## src/rtl/i2c_tg_pkg.sv

```systemverilog
package i2c_tg_pkg;

    localparam int CNT_W = 13;

    typedef struct packed {
        logic [3:0] presc;
        logic [3:0] spare;
        logic [3:0] setup;
        logic [3:0] hold;
        logic [7:0] high;
        logic [7:0] low;
    } tword_t;

    typedef struct packed {
        logic [CNT_W-1:0] t_hold;
        logic [CNT_W-1:0] t_rel;
        logic [CNT_W-1:0] t_high;
    } targets_t;

    typedef enum logic [1:0] {
        PH_IDLE  = 2'd0,
        PH_LOW   = 2'd1,
        PH_HWAIT = 2'd2,
        PH_HIGH  = 2'd3
    } phase_t;

    function automatic logic [CNT_W-1:0] scaled(input logic [8:0] n, input logic [3:0] p);
        logic [13:0] prod;
        prod = 14'(n) * 14'({1'b0, p} + 5'd1);
        return prod[CNT_W-1:0];
    endfunction

    function automatic logic [CNT_W-1:0] low_clocks(input tword_t w);
        return scaled({1'b0, w.low} + 9'd1, w.presc);
    endfunction

    function automatic targets_t calc_targets(input tword_t w);
        targets_t t;
        logic [CNT_W-1:0] t_setup;
        logic [CNT_W-1:0] t_low;
        logic [CNT_W-1:0] t_win;
        t.t_hold = scaled({5'd0, w.hold}, w.presc) + CNT_W'(1);
        t_setup  = scaled({5'd0, w.setup} + 9'd1, w.presc);
        t_low    = low_clocks(w);
        t_win    = t.t_hold + t_setup;
        t.t_rel  = (t_win > t_low) ? t_win : t_low;
        t.t_high = scaled({1'b0, w.high} + 9'd1, w.presc);
        return t;
    endfunction

endpackage

```

## src/rtl/i2c_tg_filter.sv

```systemverilog
module i2c_tg_filter #(
    parameter int FLT_W = 5
) (
    input  logic             clk,
    input  logic             rst,
    input  logic             raw,
    input  logic [FLT_W-1:0] len,
    output logic             filt
);
    logic [1:0]       sync_q;
    logic [FLT_W-1:0] run_q;
    logic [FLT_W:0]   run_next;

    assign run_next = {1'b0, run_q} + (FLT_W+1)'(1);

    always_ff @(posedge clk) begin
        if (rst) begin
            sync_q <= 2'b11;
            run_q  <= '0;
            filt   <= 1'b1;
        end else begin
            sync_q <= {sync_q[0], raw};
            if (sync_q[1] == filt) begin
                run_q <= '0;
            end else if (run_next >= {1'b0, len}) begin
                filt  <= sync_q[1];
                run_q <= '0;
            end else begin
                run_q <= run_next[FLT_W-1:0];
            end
        end
    end
endmodule

```

## src/rtl/i2c_tg_fsm.sv

```systemverilog
module i2c_tg_fsm
    import i2c_tg_pkg::*;
(
    input  logic     clk,
    input  logic     rst,
    input  logic     en,
    input  targets_t tgt,
    input  logic     req,
    input  logic     is_read,
    input  logic     val,
    input  logic     scl_f,
    input  logic     sda_f,
    output logic     scl_oe,
    output logic     sda_oe,
    output logic     ready,
    output logic     rx_bit,
    output logic     rx_valid
);
    phase_t           ph_q;
    logic [CNT_W-1:0] ecnt_q;
    logic [CNT_W-1:0] ecnt_inc;
    logic             rd_q;
    logic             val_q;
    logic             saw_low_q;

    assign ecnt_inc = ecnt_q + CNT_W'(1);
    assign ready    = en && (ph_q == PH_IDLE);

    always_ff @(posedge clk) begin
        if (rst || !en) begin
            ph_q      <= PH_IDLE;
            ecnt_q    <= '0;
            scl_oe    <= 1'b0;
            sda_oe    <= 1'b0;
            rx_bit    <= 1'b0;
            rx_valid  <= 1'b0;
            rd_q      <= 1'b0;
            val_q     <= 1'b0;
            saw_low_q <= 1'b0;
        end else begin
            rx_valid <= 1'b0;
            unique case (ph_q)
                PH_IDLE: begin
                    if (req) begin
                        ph_q      <= PH_LOW;
                        ecnt_q    <= '0;
                        scl_oe    <= 1'b1;
                        rd_q      <= is_read;
                        val_q     <= val;
                        saw_low_q <= 1'b0;
                    end
                end
                PH_LOW: begin
                    ecnt_q <= ecnt_inc;
                    if (!scl_f) saw_low_q <= 1'b1;
                    if (ecnt_inc == tgt.t_hold) sda_oe <= ~rd_q & ~val_q;
                    if (ecnt_inc >= tgt.t_rel) begin
                        ph_q   <= PH_HWAIT;
                        scl_oe <= 1'b0;
                    end
                end
                PH_HWAIT: begin
                    if (!scl_f) begin
                        saw_low_q <= 1'b1;
                    end else if (saw_low_q) begin
                        ph_q   <= PH_HIGH;
                        ecnt_q <= '0;
                    end
                end
                PH_HIGH: begin
                    ecnt_q <= ecnt_inc;
                    if (ecnt_inc >= tgt.t_high) begin
                        ph_q     <= PH_IDLE;
                        scl_oe   <= 1'b1;
                        rx_bit   <= sda_f;
                        rx_valid <= 1'b1;
                    end
                end
                default: ph_q <= PH_IDLE;
            endcase
        end
    end
endmodule

```

## src/rtl/i2c_timing_gen.sv

```systemverilog
module i2c_timing_gen
    import i2c_tg_pkg::*;
#(
    parameter int FLT_W = 5
) (
    input  logic             clk,
    input  logic             rst,
    input  logic             en,
    input  logic [31:0]      timing_cfg,
    input  logic [FLT_W-1:0] filt_len,
    input  logic             scl_in,
    input  logic             sda_in,
    input  logic             bit_req,
    input  logic             bit_is_read,
    input  logic             bit_val,
    output logic             bit_ready,
    output logic             scl_drive_low,
    output logic             sda_drive_low,
    output logic             rx_bit,
    output logic             rx_valid
);
    localparam int NLINES = 2;

    tword_t              word;
    targets_t            tgt;
    logic [NLINES-1:0]   line_raw;
    logic [NLINES-1:0]   line_filt;

    assign word     = tword_t'(timing_cfg);
    assign tgt      = calc_targets(word);
    assign line_raw = {sda_in, scl_in};

    for (genvar i = 0; i < NLINES; i++) begin : g_line
        i2c_tg_filter #(.FLT_W(FLT_W)) u_filt (
            .clk  (clk),
            .rst  (rst),
            .raw  (line_raw[i]),
            .len  (filt_len),
            .filt (line_filt[i])
        );
    end

    i2c_tg_fsm u_fsm (
        .clk      (clk),
        .rst      (rst),
        .en       (en),
        .tgt      (tgt),
        .req      (bit_req),
        .is_read  (bit_is_read),
        .val      (bit_val),
        .scl_f    (line_filt[0]),
        .sda_f    (line_filt[1]),
        .scl_oe   (scl_drive_low),
        .sda_oe   (sda_drive_low),
        .ready    (bit_ready),
        .rx_bit   (rx_bit),
        .rx_valid (rx_valid)
    );
endmodule

```

## config.mk

```make
export PLATFORM = sky130hd
export DESIGN_NAME = i2c_timing_gen
export DESIGN_NICKNAME = d
export VERILOG_FILES = /design/src/rtl/i2c_tg_pkg.sv /design/src/rtl/i2c_tg_filter.sv /design/src/rtl/i2c_tg_fsm.sv /design/src/rtl/i2c_timing_gen.sv
export SDC_FILE = /design/constraint.sdc
export NUM_CORES = 1
export LEC_CHECK = 0
export BUFFER_PORTS_ARGS = -buffer_cell sky130_fd_sc_hd__buf_2
export CAP_MARGIN = 20
export CORE_AREA = 2 2 116 118
export DETAILED_ROUTE_END_ITERATION = 12
export DIE_AREA = 0 0 118 120
export GPL_TIMING_DRIVEN = 0
export PLACE_DENSITY = 0.82
export SLEW_MARGIN = 15
export SYNTH_ARGS = -nofsm -noshare
export SYNTH_HDL_FRONTEND = slang
export SYNTH_HIERARCHICAL = 1
export SYNTH_SLANG_ARGS = --single-unit
```

## constraint.sdc

```tcl
create_clock -name clk -period 10.07 [get_ports clk]
set_input_delay 1.007 -clock clk [delete_from_list [all_inputs] [get_ports clk]]
set_output_delay 1.007 -clock clk [all_outputs]
set_load 0.01 [all_outputs]
```

[Word-level counts from Yosys, hierarchy flattened]
Index checks and enable logic that the tools add are counted.
Word-level totals
  register bits after elaboration: 38
  latch bits: 0
  memory bits (writable): 0
  memory bits (read-only): 0
  input port bits: 45
  output and inout port bits: 5
  word-level logic and storage cells: 90
  memories kept: 0
Operators by class
  $add $sub $neg: 9
  multipliers: 4
  divide/modulo/power cells: 0
  order comparisons: 5
  eq/ne operators: 12
  shift-type cells: 0
  muxes and demuxes: 19
  bitwise operators: 6
  reduce and logical (&&, ||, !) cells: 20
Operator list (count)
  $mux 13: 4
  $pmux 13 s3: 1
  $add 13x1->13 const B: 2
  $ge 13x13->1: 2
  $add 8x1->9 const B: 2
  $mul 4x14->13: 1
  $mul 5x14->13: 1
  $mul 9x14->13: 1
  $add 13x13->13: 1
  $eq 13x13->1: 1
  $gt 13x13->1: 1
  $mul 9x5->13: 1
  $add 5x1->6 const B: 2
  $ge 6x5->1: 2
  $add 4x1->5 const B: 2
  $mux 2: 5
  $reduce_and 2->1: 5
  $pmux 2 s4: 1
  $mux 1: 6
  $ne 2x1->1 const B: 3
  $ne 2x2->1 const B: 3
  $reduce_and 3->1: 2
  $reduce_or 2->1: 3
  $reduce_or 3->1: 2
  15 further kinds: 21

[Longest topological paths before layout]
  word-level depth: 9
  mapped depth: 43
  depth with buffers taken out: 40

[By module]
Netlist, hierarchy kept.
By module, submodules not included
  i2c_timing_gen: times used 1, cells an instance 623, area each 5011.1 µm², sequential area each 0.0 µm²
  i2c_tg_fsm: times used 1, cells an instance 293, area each 2252.2 µm², sequential area each 440.4 µm²
  i2c_tg_filter: times used 2, cells an instance 44, area each 419.2 µm², sequential area each 160.2 µm²

[Least setup slack after synthesis]
Ideal clock, no wire load.
  path type: input-to-reg
  start: input port timing_cfg[28]
  end: register u_fsm.scl_oe
  setup time: 78 ps
  arrival time: 9222 ps
  required time: 9992 ps
  path slack: 770 ps
  stages on the path: 39
  buffers on the path: 3
  path through: clkbuf_1 > nand3_1 > xnor2_1 > clkbuf_1 > and2_1 > fa_1 > inv_1 > fa_1 > inv_1 > ha_1 > xnor2_1 > fa_1 > inv_1 > fa_1 > fa_1 > inv_1 > ha_1 > nor2b_1 > [... 3 more ...] > nor3_1 > inv_1 > ha_1 > nand4_1 > a211o_1 > a31oi_1 > nor3b_2 > buf_6 > mux2i_1 > inv_1 > ha_1 > a21oi_1 > o21ai_0 > a221o_1 > a41oi_1 > a31oi_1 > and3_1 > nor3_1
RTL lines
  start, declared: line i2c_timing_gen.sv:9  | input logic [31:0] timing_cfg,
  end signal, assigned: line i2c_tg_fsm.sv:33  | scl_oe <= 1'b0;
  end signal, assigned: line i2c_tg_fsm.sv:47  | scl_oe <= 1'b1;
  end signal, assigned: line i2c_tg_fsm.sv:59  | scl_oe <= 1'b0;
  end, declared: line i2c_tg_fsm.sv:13  | output logic scl_oe,

==> flow_summary.yaml <==
outcome:
  status: "finished, final reports clean"
critical_path:
  path_common_cell: "inv_1"
  worstSetupStartpointType: "input port"
  path_buf_inv: 10
  worstPathRequired_ps: 10270
  slowest_delay_ps: 550
  cp_slowest_cell: "fa_1"
  worstPathArrival_ps: 9830
  path_max_fanout: 12
  worst-setup-path-type: "in -> reg"
  worst_setup_path_end_kind: "register"
  crit_family: "adder cells"
die:
  num_rows: 42
  fp.dieArea_sq_um: 14200
  core_region_area_sq_um: 13000
  die_h_um: 120
  die-width_um: 118
  io_pins: 50
  initial_utilization_pct: 62.4
placement:
  place_hpwl_um: 15400
  gp_congestion: 0.947
  dp_cells: 1229
  portBuffers: 45
clock_tree:
  cts.reportedPaths.clkPinSlew_ps: 60
  numCtsBuffers: 5
  cts_tree: "done"
  ctsHtreeMaxLevel: 2
  clock-sinks: 38
  clock_latency_ps: 280
  postCtsHoldBufs: 0
  cts_max_path_buffers: 2
  clockRootBuffer: "clkbuf_16"
routing:
  ant_nets: 0
  routed_wl_um: 18100
  drc: 0
  drt_first_pass_iters: 5
  wl_per_cell_um: 14.6
  drtIter0Drc: 391
  vias: 6998
  viasPerCell: 5.65
timing:
  holdWs_ps: 409
  fmax_mhz: 104
  clock_skew_ps: 5.45
  post-route-min-period_ps: 9630
  finalHoldViolations: 0
  worst_pin_slew_ps: 836
  relSlewSlack_pct: 44.1
  setup_viol: 0
  period_share_pct: 95.7
  drv_slew: 0
layout:
  nets: 1305
  regArea_sq_um: 761
  multi_input_area_sq_um: 6820
  final_cells: 1238
  drive_gt1_share_pct: 10.5
  n_antenna_cell: 0
  areaGrowthSynthToFinish_pct: 8.65
  n_fill_cell: 1094
  fin_util_pct: 67.8
synth:
  async_reset_ff_share_pct: 0
  synth_flop_cell: "dfxtp_1"
  postSynthCellCount: 1004
  ys.warnings.count: 6
  yosys.cell_types.count: 68
  syn_avg_cell_area_sq_um: 8.07
  synth_seq_area_share_pct: 9.39
  synth_area_sq_um: 8100
  synth_area_leaders: "ha_1 (21%), fa_1 (16%), dfxtp_1 (9.4%), inv_1 (6.3%), xnor2_1 (5.1%)"
  ys_seq_elements: 38
  synth_edf_count: 0
  yosys.area.top_type: "ha_1"
  synth_top_area_share_pct: 21.0
global_route:
  antenna_found_initial: 0
  grt_pass1_vias: 6804
  grt_pass1_wl_um: 31300
  grt_max_degree: 13
  track_usage_pct: 26.5
  grt-ovfl-total: 0
power:
  power_density_nw_per_um2: 160
  leakage_uw: 0.00445
  max-vdd-ir-drop_v: 0.000181
  power_uw: 1410
job:
  cap_viol_max_count: 0
worst_hold_path:
  min_path_type: "reg -> reg"
## cell usage in the layout, fill, tap and decap left out, types with 5 or more instances in the layout
master	n
o21ai_0	32
mux2i_1	10
buf_2	50
nor3_1	13
nor4_1	7
xor2_1	35
clkbuf_1	11
fa_1	63
nor2b_2	6
conb_1	5
inv_1	135
or3_1	5
and3_1	7
or2_2	10
nand2b_1	25
and2_1	26
nor2_1	94
ha_1	135
nand4_1	8
dfxtp_1	38
o21a_1	8
nand2_1	86
a21o_1	14
a21oi_1	43
a31oi_1	5
nor2b_1	19
o211ai_1	5
nand3_1	29
clkbuf_16	5
xnor2_1	45
## kinds of logic after synthesis
family / count (synthesis) / synth area share [%]
compound gates: 152 / 11.9
flops: 38 / 9.39
simple gates: 354 / 22.5
xor+xnor: 86 / 9.81
other cells: 1 / 0.0463
buf+inv: 158 / 7.49
fa+ha+maj: 199 / 36.6
mux: 16 / 2.25
## repair_timing
action,CTS,global route
setup endpoints to repair,3,3
buffers inserted,0,3
pin swaps,0,5
gates resized for setup,12,11
endpoints found under the hold margin,0,0
## layer usage
| metal | vias to the layer above | track usage, % | share of wire, % |
|---|---|---|---|
| met5 | - | 0 | 0 |
| met3 | 38 | 1.57 | 3.6 |
| met2 | 200 | 44.9 | 46 |
| li1 | 3473 | - | - |
| met1 | 3287 | 36.0 | 47 |
| met4 | 0 | 9.41 | 3.3 |
## synthesized netlist by cell type (3+ instances only)
cell and n:
and3_1 7, o31ai_1 4, xnor3_1 3, fa_1 63, mux2_4 4, buf_2 5
dfxtp_1 38, or3_1 5, a2111oi_0 3, xnor2_1 47, and2_1 26, nor2b_1 19
mux2i_1 10, clkbuf_1 15, inv_1 135, o2111ai_1 3, nand3_1 30, a31oi_1 5
a21oi_1 44, a211oi_1 4, nand2_1 86, o21a_1 8, xor2_1 36, a21boi_0 4
or2_2 10, nor4_1 7, nor3_1 14, ha_1 136, nor2_1 95, o211ai_1 5
a22oi_1 4, nor2b_2 6, o21ai_0 34, nand2b_1 25, a21o_1 14, nand4_1 8
## final cells by class
| type | instances | share of cell area (%) |
|---|---|---|
| multi-input combinational | 812 | 77.4 |
| sequential | 38 | 8.64 |
| inverter | 136 | 5.80 |
| timing repair buffer | 48 | 2.81 |
| tap | 176 | 2.50 |
| clock buffer | 7 | 1.62 |
| buffer | 20 | 1.14 |
| clock inverter | 1 | 0.0569 |
## final timing paths
path | startpoint | endpoint | slack [ps] | cells after the start
hold / removal | g_line[0].u_filt/sync_q[0] | g_line[0].u_filt/sync_q[1] | 410 | 1
setup / recovery | timing_cfg[28] | u_fsm/scl_oe | 440 | 41
setup reg to reg | u_fsm/ecnt_q[0] | u_fsm/rx_bit | 5880 | 11
hold reg to reg | g_line[0].u_filt/sync_q[0] | g_line[0].u_filt/sync_q[1] | 410 | 1
## power by group
part | internal, uW | total (uW) | switching [uW]
logic | 494 | 1100 | 606
registers | 154 | 157 | 2.87
clock network | 98.0 | 154 | 56.1
## through the flow
stage / TNS, ps / area (sq um) / setup WS, ps
6_report: 0 / 8800 / 436
5_1_grt: -8.60 / 8800 / -8.60
3_3_place_gp: -2730 / 8560 / -949
4_1_cts: 0 / 8750 / 26.0
2_1_floorplan: 0 / 8120 / 770
3_5_place_dp: -3160 / 8560 / -1090
## flip-flops by register name (all words and copies together) (netlist names)
register	count
u_fsm/sda_oe	1
u_fsm/val_q	1
u_fsm/scl_oe	1
u_fsm/saw_low_q	1
u_fsm/ecnt_q	13
g_line.u_filt/run_q	10
u_fsm/ph_q	2
u_fsm/rx_valid	1
g_line.u_filt/filt	2
g_line.u_filt/sync_q	4
u_fsm/rd_q	1
u_fsm/rx_bit	1
(Power assumes the default switching activity.)
